--- src/rtl/elapsed_pkg.sv ---
package elapsed_pkg;

    localparam int CMD_W = 3;

    typedef logic [CMD_W-1:0] cmd_t;

    // Command code that returns the seconds count to zero
    localparam cmd_t CMD_CLEAR = 3'b010;

endpackage

--- src/rtl/elapsed_cmd_decode.sv ---
module elapsed_cmd_decode
    import elapsed_pkg::*;
(
    input  logic cmd_wr_i,
    input  cmd_t cmd_i,
    output logic clr_o
);

    always_comb begin
        clr_o = 1'b0;
        if (cmd_wr_i && (cmd_i == CMD_CLEAR)) begin
            clr_o = 1'b1;
        end
    end

endmodule

--- src/rtl/elapsed_sat_counter.sv ---
module elapsed_sat_counter #(
    parameter int CNT_W = 24
) (
    input  logic             clk_i,
    input  logic             rst_ni,
    input  logic             clr_i,
    input  logic             tick_i,
    output logic [CNT_W-1:0] cnt_o
);

    localparam logic [CNT_W-1:0] FULL = {CNT_W{1'b1}};

    typedef struct packed {
        logic [CNT_W-1:0] cnt;
    } cnt_state_t;

    cnt_state_t st_d, st_q;

    always_comb begin
        st_d = st_q;
        if (clr_i) begin
            st_d.cnt = '0;
        end else if (tick_i && (st_q.cnt != FULL)) begin
            st_d.cnt = st_q.cnt + 1'b1;
        end
    end

    always_ff @(posedge clk_i) begin
        if (!rst_ni) begin
            st_q <= '0;
        end else begin
            st_q <= st_d;
        end
    end

    assign cnt_o = st_q.cnt;

endmodule

--- src/rtl/elapsed_snapshot.sv ---
module elapsed_snapshot #(
    parameter int CNT_W  = 24,
    parameter int BYTE_W = 8,
    localparam int NBYTES = CNT_W / BYTE_W,
    localparam int SEL_W  = $clog2(NBYTES + 1)
) (
    input  logic              clk_i,
    input  logic              rst_ni,
    input  logic              load_i,
    input  logic [CNT_W-1:0]  cnt_i,
    input  logic [SEL_W-1:0]  sel_i,
    output logic [BYTE_W-1:0] byte_o,
    output logic [CNT_W-1:0]  snap_o
);

    typedef struct packed {
        logic [CNT_W-1:0] snap;
    } snap_state_t;

    snap_state_t st_d, st_q;
    logic [BYTE_W-1:0] lane [NBYTES];

    always_comb begin
        st_d = st_q;
        if (load_i) begin
            st_d.snap = cnt_i;
        end
    end

    always_ff @(posedge clk_i) begin
        if (!rst_ni) begin
            st_q <= '0;
        end else begin
            st_q <= st_d;
        end
    end

    // Lane 0 carries the most significant byte
    for (genvar g = 0; g < NBYTES; g++) begin : g_lane
        assign lane[g] = st_q.snap[CNT_W-1-g*BYTE_W -: BYTE_W];
    end

    always_comb begin
        byte_o = '1;
        for (int i = 0; i < NBYTES; i++) begin
            if (sel_i == SEL_W'(i)) begin
                byte_o = lane[i];
            end
        end
    end

    assign snap_o = st_q.snap;

endmodule

--- src/rtl/elapsed_sec_top.sv ---
module elapsed_sec_top
    import elapsed_pkg::*;
#(
    parameter int CNT_W  = 24,
    parameter int BYTE_W = 8,
    localparam int NBYTES = CNT_W / BYTE_W,
    localparam int SEL_W  = $clog2(NBYTES + 1)
) (
    input  logic              clk_i,
    input  logic              rst_ni,
    input  logic              tick_i,
    input  logic              cmd_wr_i,
    input  logic [CMD_W-1:0]  cmd_i,
    input  logic              rd_start_i,
    input  logic [SEL_W-1:0]  byte_sel_i,
    output logic [BYTE_W-1:0] rd_byte_o,
    output logic [CNT_W-1:0]  count_o
);

    logic             clr_w;
    logic [CNT_W-1:0] cnt_w;
    logic [CNT_W-1:0] snap_w;

    elapsed_cmd_decode u_dec (
        .cmd_wr_i (cmd_wr_i),
        .cmd_i    (cmd_i),
        .clr_o    (clr_w)
    );

    elapsed_sat_counter #(.CNT_W(CNT_W)) u_cnt (
        .clk_i  (clk_i),
        .rst_ni (rst_ni),
        .clr_i  (clr_w),
        .tick_i (tick_i),
        .cnt_o  (cnt_w)
    );

    elapsed_snapshot #(.CNT_W(CNT_W), .BYTE_W(BYTE_W)) u_snap (
        .clk_i  (clk_i),
        .rst_ni (rst_ni),
        .load_i (rd_start_i),
        .cnt_i  (cnt_w),
        .sel_i  (byte_sel_i),
        .byte_o (rd_byte_o),
        .snap_o (snap_w)
    );

    assign count_o = cnt_w;

endmodule

--- config.mk ---
export PLATFORM = sky130hd
export DESIGN_NAME = elapsed_sec_top
export DESIGN_NICKNAME = d
export VERILOG_FILES = /design/src/rtl/elapsed_pkg.sv /design/src/rtl/elapsed_cmd_decode.sv /design/src/rtl/elapsed_sat_counter.sv /design/src/rtl/elapsed_snapshot.sv /design/src/rtl/elapsed_sec_top.sv
export SDC_FILE = /design/constraint.sdc
export NUM_CORES = 1
export LEC_CHECK = 0
export BUFFER_PORTS_ARGS = -buffer_cell sky130_fd_sc_hd__buf_4
export CAP_MARGIN = 20
export CORE_ASPECT_RATIO = 0.7
export CORE_UTILIZATION = 55
export CTS_CLUSTER_DIAMETER = 60
export DETAILED_ROUTE_END_ITERATION = 8
export GPL_TIMING_DRIVEN = 0
export HOLD_SLACK_MARGIN = 0.15
export PLACE_DENSITY = 0.79
export SLEW_MARGIN = 20
export SYNTH_ARGS = -nofsm -noshare
export SYNTH_HDL_FRONTEND = slang
export SYNTH_SLANG_ARGS = --single-unit
--- constraint.sdc ---
create_clock -name clk_i -period 2.8 [get_ports clk_i]
set_input_delay 0.56 -clock clk_i [delete_from_list [all_inputs] [get_ports clk_i]]
set_output_delay 0.56 -clock clk_i [all_outputs]
set_load 0.01 [all_outputs]
### Yosys cells after proc, flatten, opt, wreduce, memory -nomap -nowiden

Index checks and enable logic that the tools add are counted.

| word-level totals | value |
|---|---|
| logic and storage cells | 16 |
| bits in read-only memories | 0 |
| bits in writable memories | 0 |
| register bits after elaboration | 48 |
| memories | 0 |
| input port bits | 10 |
| latch bits | 0 |

| cells by class | value |
|---|---|
| divide/modulo/power cells | 0 |
| add/sub/neg operators | 1 |
| bitwise operators | 1 |
| equality and inequality tests | 4 |
| mux-type cells | 4 |
| shifts and indexed selects | 0 |
| multiply operators | 0 |
| reduce and logical (&&, ||, !) cells | 4 |
| order comparisons | 0 |

Operator list:

| kind | number |
|---|---|
| $add A24 B1 Y24 const B | 1 |
| $mux W8 | 3 |
| $ne A24 B24 Y1 const B | 1 |
| $eq A3 B2 Y1 const B | 1 |
| $eq A2 B1 Y1 const B | 1 |
| $eq A2 B2 Y1 const B | 1 |
| $logic_and A1 B1 Y1 | 2 |
| $logic_not A2 Y1 | 1 |
| $reduce_or A2 Y1 | 1 |
| $mux W1 | 1 |
| $not A1 Y1 | 1 |

### Logic depth before layout (Yosys ltp)

| logic depth | value |
|---|---|
| depth after elaboration | 4 |
| mapped depth | 8 |
| mapped depth without buffers | 6 |

### Cells and area by module

Synthesis repeated with hierarchy kept, for this count alone.

| second synthesis, totals | value |
|---|---|
| cells, all modules | 270 |
| area total of the unflattened synthesis | 2,608.8 um^2 |

Modules (own cells, without submodules):

| module | area each (um^2) | cells each | seq. area each (um^2) | instances |
|---|---|---|---|---|
| elapsed_sat_counter | 1,456.4 | 172 | 480.5 | 1 |
| elapsed_snapshot | 1,139.8 | 97 | 480.5 | 1 |
| elapsed_cmd_decode | 12.5 | 1 | 0.0 | 1 |

### Worst setup path after synthesis

Ideal clock, no wire load.

| timing | value |
|---|---|
| path type | input to output |
| start point | input port byte_sel_i[0] |
| end point | output port rd_byte_o[0] |
| buffers on the path | 2 |
| cell stages on the path | 4 |
| data arrival time | 1.418 ns |
| slack | 0.822 ns |
| cells stage by stage | clkbuf_1 nand2b_1 clkbuf_1 o22a_1 |

| on the way | value |
|---|---|
| cells in the longest elaborated chain, start to end | 4 |

Ends and longest elaborated chain:

| item | RTL line | text |
|---|---|---|
| from (decl) | elapsed_sec_top.sv:15 | `input logic [SEL_W-1:0] byte_sel_i,` |
| $logic_not A2 Y1 | elapsed_snapshot.sv:46 | `if (sel_i == SEL_W'(i)) begin` |
| $mux W8 (2 in series) | elapsed_snapshot.sv:46 |  |
| $mux W8 (*) | elapsed_snapshot.sv:46 |  |
| to (decl) | elapsed_sec_top.sv:16 | `output logic [BYTE_W-1:0] rd_byte_o,` |

Mark *: on every way between the ends. The rest lies on a longest branch, timed or not.

### Final worst setup path

| timing | value |
|---|---|
| start point | input port byte_sel_i[0] |
| end point | output port rd_byte_o[6] |

Same word-level chain as after synthesis.

==> impl_metrics.yaml <==
status:
  outcome: "completed"
critical_path:
  reg2reg_from: "u_cnt.cnt_o[4]"
  r2r_cells: 6
  reg2reg_setup_slack_ns: 0.64
  cp.arrival_ns: 1.81
  cp_max_fo: 9
  cp-start-kind: "input pin"
  worst_setup_path_end_kind: "output port"
  r2r-end: "u_cnt.cnt_o[0]"
  worst-endpoint-required_ns: 2.24
  worst-setup-path-type: "input pin to output port"
die:
  core_area_sq_um: 3970
  start_util_pct: 57.9
  placementRows: 19
  num_io_pins: 42
  die_h_microns: 56.1
  dieArea_sq_um: 4440
  die_w_microns: 79.2
cts:
  cts_buffers: 5
  clk_path_buf_depth: 2
  clk-insertion-delay-late_ns: 0.31
  htreeDepth: 2
  clockRootBuffer: "clkbuf_8"
  cts_tree: "done"
  clk_pin_slew_ns: 0.08
  ctsResizeCount: 0
  cts_sinks: 48
  cts_setup_buffers: 0
  ctsHoldBuffers: 0
yosys:
  yosysTopAreaCell: "dfxtp_1"
  synth_commonest_cells: "dfxtp_1 (48), mux2i_1 (25), nor2b_1 (24)"
  synth_cell_types: 36
  yosysSeqAreaShare_pct: 41.8
  synth_area_per_cell_sq_um: 9.49
  netlist_area_sq_um: 2300
  synth_warnings: 0
  syn_nets: 253
  synth_cells: 242
  synthArstFlopShare_pct: 0
  synth_edf_count: 0
  synth_top_area_share_pct: 41.8
  synth_area_leaders: "dfxtp_1 (42%), mux2i_1 (11%), nor2b_1 (6.5%)"
  ys_ff_latch: 48
  synth.most_common_cell: "dfxtp_1"
  dominantRegCellSynth: "dfxtp_1"
placement:
  dpl.cell_count: 332
  dp_hpwl_microns: 4080
  portBuffers: 38
  place_ws_ns: 0.456
  gp_congestion: 0.852
cells_and_area:
  num_antenna_cells: 0
  multi_input_area_sq_um: 1250
  fin_util_pct: 69.9
  fillers: 326
  drive_gt1_share_pct: 20.2
  area_growth_pct: 20.9
  layout.cells.non_filler: 339
  register_area_sq_um: 961
  final_nets: 298
worst_hold_path:
  holdPathStages: 2
  worstHoldPathType: "flop to flop"
  holdPathEnd: "u_snap.snap_o[1]"
  holdCritStartpoint: "u_snap.snap_o[1]"
sta:
  setup_viol: 0
  hold_ws_ns: 0.525
  setup_ws_ns: 0.430
  fin_crit_ns: 2.37
  skew_ns: 0.00871
  setup_tns_ns: 0
  max_freq_mhz: 422
  period_share_pct: 84.7
  rsz0062_at_grt: "no"
  slew-limit-headroom_pct: 50.1
  slew_viol_final: 0
  worstMarginPinSlew_ns: 0.748
  final_hold_viol_count: 0
pwr:
  p_switching_mw: 0.286
  seqPwrFrac_pct: 50.5
  power.leakage_nw: 1.13
  p_comb_share_pct: 6.8
  switching_share_pct: 20.9
  p_int_mw: 1.08
  p_clk_share_pct: 42.7
  ir_drop_v: 0.000391
  p_per_area_nw_per_um2: 493
drt:
  route.detailed.drc: 0
  vias_per_cell: 5.82
  drt_iter0_drc: 187
  post_drt_wl_per_cell_microns: 16.8
  dr.pass1.iters: 4
  ant_nets: 0
  wirelength_microns: 5700
  vias: 1972
global_routing:
  grt_pass1_vias: 1845
  grt_max_degree: 15
  antenna_found_initial: 0
  grt_overflow: 0
  grt_usage_pct: 28.5
  grt_pass1_wl_microns: 9470
run:
  max_cap_viol_count: 0
[flip-flops by register name (all words and copies together) (netlist names)]
signal and count:
u_cnt.cnt_o 24, u_snap.snap_o 24
[worst max-delay path, cell delays in order]
cell and delay [ns]:
clkbuf_1 0.38, nand2b_1 0.17, clkbuf_1 0.36, o22a_1 0.21, buf_4 0.12
[worst max path at each step]
| stage | from | slack, ns | end |
|---|---|---|---|
| floorplan | byte_sel_i[0] | 0.82 | rd_byte_o[0] |
| global placement | byte_sel_i[0] | 0.42 | rd_byte_o[5] |
| detailed placement | byte_sel_i[0] | 0.46 | rd_byte_o[7] |
| CTS | byte_sel_i[0] | 0.45 | rd_byte_o[6] |
| global route | byte_sel_i[0] | 0.34 | rd_byte_o[5] |
| finish | byte_sel_i[0] | 0.43 | rd_byte_o[6] |
[per-layer routing]
layer	GRT usage [%]	vias up	share of wire (%)
met5	0	-	0
met4	6.75	0	0.77
met3	8.85	4	7.5
met2	40.3	87	42
met1	42.1	921	50
li1	-	960	-
[placed cells by master, fill, tap and decap left out]
| cell type | instances |
|---|---|
| o2111ai_1 | 3 |
| buf_2 | 2 |
| xor2_1 | 6 |
| or4_1 | 7 |
| o211ai_1 | 2 |
| ha_1 | 1 |
| bufinv_16 | 2 |
| nor2_1 | 13 |
| mux2i_1 | 25 |
| or3_1 | 2 |
| a31oi_1 | 1 |
| o21a_1 | 1 |
| a211oi_1 | 1 |
| a21oi_1 | 9 |
| mux2_2 | 8 |
| nand2_1 | 14 |
| o22a_1 | 8 |
| nor4_1 | 3 |
| buf_6 | 2 |
| nand2b_1 | 2 |
| nand3_1 | 6 |
| and4_4 | 1 |
| and4_1 | 6 |
| clkbuf_8 | 5 |
| o31ai_1 | 6 |
| nor2b_1 | 24 |
| dfxtp_1 | 48 |
| nor3_1 | 2 |
| o31a_1 | 1 |
| clkbuf_1 | 11 |
| o21ai_0 | 4 |
| nand4_1 | 4 |
| buf_1 | 2 |
| and2_1 | 3 |
| and3_1 | 7 |
| buf_4 | 38 |
| nand4bb_1 | 1 |
| inv_1 | 1 |
| xnor2_1 | 5 |
[final cells by class]
cell class | instances | area share (%)
inverter | 1 | 0.135
clock inverter | 2 | 2.16
tap | 52 | 2.34
sequential | 48 | 34.6
timing repair buffer | 38 | 10.3
multi-input combinational | 176 | 45.1
clock buffer | 5 | 2.48
buffer | 17 | 2.93
[power by group through the flow]
stage / Sequential [mW] / Combinational (mW) / Clock (mW)
CTS: 0.692 / 0.0928 / 0.591
detailed placement: 0.708 / 0.0922 / 0
finish: 0.691 / 0.0931 / 0.583
global placement: 0.707 / 0.0919 / 0
global route: 0.692 / 0.100 / 0.620
floorplan: 0.707 / 0.0548 / 0
[kinds of logic (layout without fill, tap and decap cells)]
| group | after synthesis | in the layout | share of synthesized area, % |
|---|---|---|---|
| compound gates | 36 | 36 | 10.9 |
| xor+xnor | 11 | 11 | 4.19 |
| fa+ha+maj | 1 | 1 | 0.545 |
| buf+inv | 18 | 63 | 3.70 |
| flops | 48 | 48 | 41.8 |
| mux | 33 | 33 | 14.8 |
| simple gates | 95 | 95 | 24.0 |
[stage by stage]
stage,power (mW),cell area [sq um]
global route,1.41,2780
detailed placement,0.800,2650
CTS,1.37,2780
global placement,0.799,2650
floorplan,0.762,2300
finish,1.37,2780
(Power assumes the default switching activity.)
